## src/rtl/brg_pkg.sv

```systemverilog
package brg_pkg;
    typedef enum logic [1:0] {
        PH_OFF    = 2'd0,
        PH_FIRST  = 2'd1,
        PH_SECOND = 2'd2
    } phase_e;
endpackage

```

## src/rtl/brg_prescaler.sv

```systemverilog
module brg_prescaler #(
    parameter int PRE_W = 8
) (
    input  logic             clk,
    input  logic             rst_n,
    input  logic             run,
    input  logic [PRE_W-1:0] cfg_in,
    output logic [PRE_W-1:0] cfg_q,
    output logic [PRE_W-1:0] half_m1,
    output logic [PRE_W-1:0] cnt,
    output logic             tick
);
    localparam logic [PRE_W-1:0] MIN_DIV = PRE_W'(2);

    logic [PRE_W-1:0] eff_div;

    // Stored value keeps bit 0 at zero
    always_ff @(posedge clk or negedge rst_n) begin
        if (!rst_n) begin
            cfg_q <= '0;
        end else begin
            cfg_q <= {cfg_in[PRE_W-1:1], 1'b0};
        end
    end

    // Zero divides as the minimum divisor
    always_comb begin
        eff_div = (cfg_q == '0) ? MIN_DIV : cfg_q;
        half_m1 = (eff_div >> 1) - PRE_W'(1);
        tick    = run && (cnt == eff_div - PRE_W'(1));
    end

    always_ff @(posedge clk or negedge rst_n) begin
        if (!rst_n) begin
            cnt <= '0;
        end else if (!run) begin
            cnt <= '0;
        end else if (tick) begin
            cnt <= '0;
        end else begin
            cnt <= cnt + PRE_W'(1);
        end
    end

    a_r6_pre_clear: assert property (@(posedge clk) disable iff (!rst_n)
        !run |=> (cnt == '0));

    a_r1_even_store: assert property (@(posedge clk) disable iff (!rst_n)
        1'b1 |=> (cfg_q == {$past(cfg_in[PRE_W-1:1]), 1'b0}));
endmodule

```

## src/rtl/brg_rate.sv

```systemverilog
module brg_rate #(
    parameter int RATE_W = 8
) (
    input  logic              clk,
    input  logic              rst_n,
    input  logic              run,
    input  logic              step,
    input  logic [RATE_W-1:0] cfg_in,
    output logic [RATE_W-1:0] cfg_q,
    output logic [RATE_W-1:0] cnt,
    output logic              wrap
);
    always_ff @(posedge clk or negedge rst_n) begin
        if (!rst_n) begin
            cfg_q <= '0;
        end else begin
            cfg_q <= cfg_in;
        end
    end

    assign wrap = step && (cnt == cfg_q);

    always_ff @(posedge clk or negedge rst_n) begin
        if (!rst_n) begin
            cnt <= '0;
        end else if (!run) begin
            cnt <= '0;
        end else if (step) begin
            cnt <= wrap ? '0 : cnt + RATE_W'(1);
        end
    end

    a_r6_rate_clear: assert property (@(posedge clk) disable iff (!rst_n)
        !run |=> (cnt == '0));

    a_r3_hold_between_ticks: assert property (@(posedge clk) disable iff (!rst_n)
        (run && !step) |=> $stable(cnt));
endmodule

```

## src/rtl/brg_phase.sv

```systemverilog
module brg_phase
    import brg_pkg::*;
#(
    parameter int PRE_W  = 8,
    parameter int RATE_W = 8
) (
    input  logic              clk,
    input  logic              rst_n,
    input  logic              enable,
    input  logic              restart,
    input  logic              pre_tick,
    input  logic [PRE_W-1:0]  pre_cnt,
    input  logic [PRE_W-1:0]  pre_half_m1,
    input  logic [RATE_W-1:0] rate_cnt,
    input  logic [RATE_W-1:0] rate_q,
    input  logic              rate_wrap,
    output logic              half_tick,
    output logic              bit_tick
);
    phase_e state_q, state_d;
    logic   live, at_half, at_end, first_like;

    // Midpoint decode: with rate+1 even it lands on a prescaler tick,
    // with rate+1 odd it lands halfway through a prescaler period.
    always_comb begin
        live   = enable && !restart;
        at_end = rate_wrap;
        if (rate_q[0]) begin
            at_half = pre_tick && (rate_cnt == (rate_q >> 1));
        end else begin
            at_half = live && (rate_cnt == (rate_q >> 1)) && (pre_cnt == pre_half_m1);
        end
    end

    // State register process
    always_ff @(posedge clk or negedge rst_n) begin
        if (!rst_n) begin
            state_q <= PH_OFF;
        end else begin
            state_q <= state_d;
        end
    end

    // Next-state logic
    always_comb begin
        state_d = state_q;
        if (!enable) begin
            state_d = PH_OFF;
        end else if (restart) begin
            state_d = PH_FIRST;
        end else begin
            unique case (state_q)
                PH_OFF:    state_d = at_half ? PH_SECOND : PH_FIRST;
                PH_FIRST:  state_d = at_half ? PH_SECOND : PH_FIRST;
                PH_SECOND: state_d = at_end  ? PH_FIRST  : PH_SECOND;
                default:   state_d = PH_OFF;
            endcase
        end
    end

    // Output process
    always_comb begin
        first_like = (state_q != PH_SECOND);
        half_tick  = live && (first_like ? at_half : at_end);
        bit_tick   = live && !first_like && at_end;
    end

    a_r5_bit_with_half: assert property (@(posedge clk) disable iff (!rst_n)
        bit_tick |-> half_tick);

    a_r7_quiet_when_off: assert property (@(posedge clk) disable iff (!rst_n)
        !enable |-> (!half_tick && !bit_tick));

    a_r6_quiet_on_restart: assert property (@(posedge clk) disable iff (!rst_n)
        restart |-> (!half_tick && !bit_tick));

    a_r4_first_after_bit: assert property (@(posedge clk) disable iff (!rst_n)
        (bit_tick && enable) |=> (state_q == PH_FIRST));
endmodule

```

## src/rtl/serial_rate_gen.sv

```systemverilog
module serial_rate_gen #(
    parameter int PRE_W  = 8,
    parameter int RATE_W = 8
) (
    input  logic              clk,
    input  logic              rst_n,
    input  logic              enable,
    input  logic              restart,
    input  logic [PRE_W-1:0]  prescale_in,
    input  logic [RATE_W-1:0] rate_in,
    output logic [PRE_W-1:0]  prescale_rd,
    output logic              half_tick,
    output logic              bit_tick
);
    logic              run;
    logic              pre_tick;
    logic [PRE_W-1:0]  pre_cnt, pre_half_m1;
    logic [RATE_W-1:0] rate_cnt, rate_q;
    logic              rate_wrap;

    assign run = enable && !restart;

    brg_prescaler #(.PRE_W(PRE_W)) u_pre (
        .clk     (clk),
        .rst_n   (rst_n),
        .run     (run),
        .cfg_in  (prescale_in),
        .cfg_q   (prescale_rd),
        .half_m1 (pre_half_m1),
        .cnt     (pre_cnt),
        .tick    (pre_tick)
    );

    brg_rate #(.RATE_W(RATE_W)) u_rate (
        .clk    (clk),
        .rst_n  (rst_n),
        .run    (run),
        .step   (pre_tick),
        .cfg_in (rate_in),
        .cfg_q  (rate_q),
        .cnt    (rate_cnt),
        .wrap   (rate_wrap)
    );

    brg_phase #(.PRE_W(PRE_W), .RATE_W(RATE_W)) u_phase (
        .clk         (clk),
        .rst_n       (rst_n),
        .enable      (enable),
        .restart     (restart),
        .pre_tick    (pre_tick),
        .pre_cnt     (pre_cnt),
        .pre_half_m1 (pre_half_m1),
        .rate_cnt    (rate_cnt),
        .rate_q      (rate_q),
        .rate_wrap   (rate_wrap),
        .half_tick   (half_tick),
        .bit_tick    (bit_tick)
    );
endmodule

```

## config.mk

```make
export PLATFORM = sky130hd
export DESIGN_NAME = serial_rate_gen
export DESIGN_NICKNAME = d
export VERILOG_FILES = /design/src/rtl/brg_pkg.sv /design/src/rtl/brg_prescaler.sv /design/src/rtl/brg_rate.sv /design/src/rtl/brg_phase.sv /design/src/rtl/serial_rate_gen.sv
export SDC_FILE = /design/constraint.sdc
export NUM_CORES = 1
export LEC_CHECK = 0
export BUFFER_PORTS_ARGS = -buffer_cell sky130_fd_sc_hd__buf_2
export CORE_ASPECT_RATIO = 1.25
export CORE_UTILIZATION = 45
export CTS_BUF_LIST = sky130_fd_sc_hd__clkbuf_16
export CTS_CLUSTER_SIZE = 20
export DETAILED_ROUTE_END_ITERATION = 10
export PLACE_DENSITY = 0.75
export SETUP_SLACK_MARGIN = 0.15
export SLEW_MARGIN = 25
export SYNTH_ARGS = -nofsm -noshare
export SYNTH_HDL_FRONTEND = slang
export SYNTH_HIERARCHICAL = 1
export SYNTH_SLANG_ARGS = --single-unit
export TNS_END_PERCENT = 50
```

## constraint.sdc

```tcl
create_clock -name clk -period 9.3 [get_ports clk]
set_clock_uncertainty 0.1 [all_clocks]
set_input_delay 0.93 -clock clk [delete_from_list [all_inputs] [get_ports clk]]
set_output_delay 0.93 -clock clk [all_outputs]
set_load 0.05 [all_outputs]
```

==> impl_summary.md <==
Outcome
The run finished with clean final reports.

CTS
The clock slew seen by the registers of the worst setup and hold paths is 0.05 ns. The tree is rooted in a clkbuf_16. The clock latency on the worst-skew pair is 0.28 ns. The number of setup buffers added after CTS is 0. The number of buffers added to fix hold violations after cts is 0. The number of buffers created by CTS is 5. The number of buffers on the longest clock path is 2. The number of sinks handled by clock tree synthesis is 33.

The number of gates given a new drive strength after cts is 0. TritonCTS built the clock tree. The number of H-tree levels is 2.

Final layout
The number of antenna diodes in the final layout is 0. The final non-filler cell area is 2250 um^2. The area growth from synthesis to layout is 16.6%.

The final net count is 236. The count of placed standard cells in the final layout, fillers left out is 270. The fraction of final layout cells with drive strength greater than 1 is 0.238.

STA
The number of endpoints failing setup at the final stage is 0. Subtracting the final worst setup slack from the clock period gives 5.53 ns. The maximum clock frequency is 0.181 GHz. The worst max-slew margin expressed relative to the limit is 0.519. At the pin with the least slew margin, the transition time is 0.721 ns.

The final critical-path share of the clock period is 0.595. Setup repair after global routing left no endpoint under its margin. The final number of hold-violating endpoints was 0.

The worst setup slack after layout is 3.77 ns. The total count of max-transition violations in the final report is 0. Summed over all failing endpoints, the final setup total negative slack is 0 ns.

Yosys
In the synthesized netlist, the cells that appear most often are dfrtp_1, xor2_1, xnor2_1. The top cell type by total area after synthesis is dfrtp_1. Yosys printed 6 warnings. The cell count after synthesis is 183. Of the synthesized area, sequential elements account for 0.427. Synthesis instantiated 43 different standard cells from the library. The synthesized design contains 33 register bits. Averaged over all synthesized cells, the footprint is 10.6 um^2. Summing every instance area after synthesis gives 1930 um^2. In the synthesized netlist the async set-or-reset flop fraction comes to 1.00. By instance count, the leading cell after synthesis is dfrtp_1. Ranked by total cell area, the synthesized netlist is headed by dfrtp_1, xor2_1, xnor2_1, nand3_1, nor3b_2.

The dominant synthesized flop cell is dfrtp_1. Yosys mapped a number of flops with a built-in enable equal to 0. The area fraction of the dominant cell type after synthesis is 0.427.

Drt
After detailed routing, the wire length on met1 is 1470 um. Dividing the detail-routed wire length by the instance count gives 13.6 um. The detailed-route via count is 1411. After the first detailed-routing iteration, the DRC count stood at 41. The detail-routed via count per cell is 5.23. The number of detailed-routing iterations run before antenna repair is 4.

The residual DRC count is 0. The final wirelength is 3670 um. The total length of routed met2 wires is 1980 um. The number of nets still failing antenna checks after routing is 0.

The routed wire length on met3 is 146 um. Signal routing reaches up to met4.

Floorplanning
The number of placement rows is 26. The core outline area is 4100 um^2. The starting density of the core is 0.472. The die covers 4560 um^2. The vertical die dimension is 75.3 um. The I/O pin total is 30.

Measured along the x axis, the die boundary spans 60.6 um.

Placement
Counting tap cells, the placed design contains a total of 262 instances. The count of buffers inserted at the top-level ports is 27. The post-placement setup slack is 4.05 ns.

Routability-driven placement finished with a final weighted congestion of 0.812. Once placement finished, the instance area stood at 2120 um^2. The detailed-placement wirelength estimate is 2720 um.

Setup path
The startpoint type of the worst setup path is a flop. The setup path with the least slack is of type flop to output port. The maximum fanout count along the critical path is 8. The required time of the critical path is 8.27 ns. The critical path data arrival time is 4.50 ns. The worst setup path is captured at an output port.

Global routing
In the global route stage, overall resource usage came out at 0.188. The via count of the first global-routing pass is 1422. The remaining global-route overflow is 0. The pin count of the biggest net entering global routing is 34. The initial antenna violation count is 0. The first global-routing pass estimated 6150 um of wire.

Min path
The worst hold path class is flop to flop.

Run
Across the run, the number of max-cap violations was 0.

Power
For this design the ratio of total power to cell area is 152 nW/um^2. The highest ir drop seen on vdd is 0.100 mV. Summed over all cells, the static leakage comes to 1.02 nW.
-- kinds of logic after synthesis --
logic type | count (synthesis) | share of synthesized area
compound gates | 20 | 0.0744
xor+xnor | 45 | 0.214
fa+ha+maj | 3 | 0.0194
buf+inv | 10 | 0.0233
flops | 33 | 0.427
mux | 1 | 0.00518
other cells | 1 | 0.00194
simple gates | 70 | 0.235
-- final cells by class --
| type | instances | area, um^2 |
|---|---|---|
| timing repair buffer | 27 | 135 |
| fill | 395 | 1840 |
| clock buffer | 5 | 125 |
| sequential | 33 | 826 |
| tap | 56 | 70.1 |
| multi-input combinational | 141 | 1070 |
| inverter | 5 | 18.8 |
| clock inverter | 3 | 13.8 |
-- state kept, by name (all words and copies together), names as in the netlist --
register	flops
u_rate/cfg_q	8
u_phase/state_q	2
u_pre/cnt	8
u_pre/cfg_q	7
u_rate/cnt	8
-- per-layer routing --
metal | vias up | global-route usage
li1 | 690 | -
met1 | 681 | 0.200
met2 | 31 | 0.339
met3 | 9 | 0.0515
met4 | 0 | 0.0884
met5 | - | 0
-- layout by cell type, fill, tap and decap left out, types with 6 or more instances in the layout --
| cell | synthesis | layout |
|---|---|---|
| dfrtp_1 | 33 | 33 |
| xor2_1 | 29 | 29 |
| buf_2 | 0 | 27 |
| xnor2_1 | 15 | 15 |
| nand2_1 | 13 | 13 |
| nand3_1 | 10 | 10 |
| a21oi_1 | 8 | 8 |
| inv_1 | 5 | 6 |
| nor3_1 | 6 | 6 |
| nand4_1 | 6 | 6 |
-- report_power, final --
group | internal [mW] | total [mW] | switching (mW)
Clock | 0.0969 | 0.154 | 0.0567
Sequential | 0.148 | 0.153 | 0.00488
Combinational | 0.0134 | 0.0357 | 0.0223
Total | 0.258 | 0.342 | 0.0838
-- critical path, stage by stage (launching register included) --
cell,delay (ns)
dfrtp_1,0.44
nor3_1,0.11
a21oi_1,0.34
ha_1,0.25
nor3b_2,0.35
nor3b_2,0.32
nand3_1,0.16
a2111oi_4,0.56
and2_1,0.32
inv_1,0.13
nor3_4,0.42
nand2_1,0.12
or2_2,0.32
o41ai_1,0.07
buf_2,0.32
-- final timing paths --
path / from / to / slack (ns) / cells past startpoint
min: u_pre/cnt[0] / u_pre/cnt[0] / 0.43 / 1
min reg2reg: u_pre/cnt[0] / u_pre/cnt[0] / 0.43 / 1
max in group asynchronous: rst_n / u_pre/cnt[2] / 8.03 / 1
max reg2reg: u_pre/cfg_q[5] / u_phase/state_q[0] / 5.41 / 13
min in group asynchronous: rst_n / u_rate/cnt[1] / 0.61 / 1
max: u_pre/cfg_q[5] / half_tick / 3.77 / 14
-- metrics by stage --
stage | total power [mW] | hold slack [ns] | util
after floorplan | 0.179 | 0.385 | -
after CTS | 0.347 | 0.432 | 0.550
after detailed placement | 0.191 | 0.423 | 0.516
after global placement | 0.190 | 0.414 | 0.516
after global routing | 0.356 | 0.466 | 0.550
final | 0.342 | 0.435 | 0.550
(Power assumes the default switching activity.)
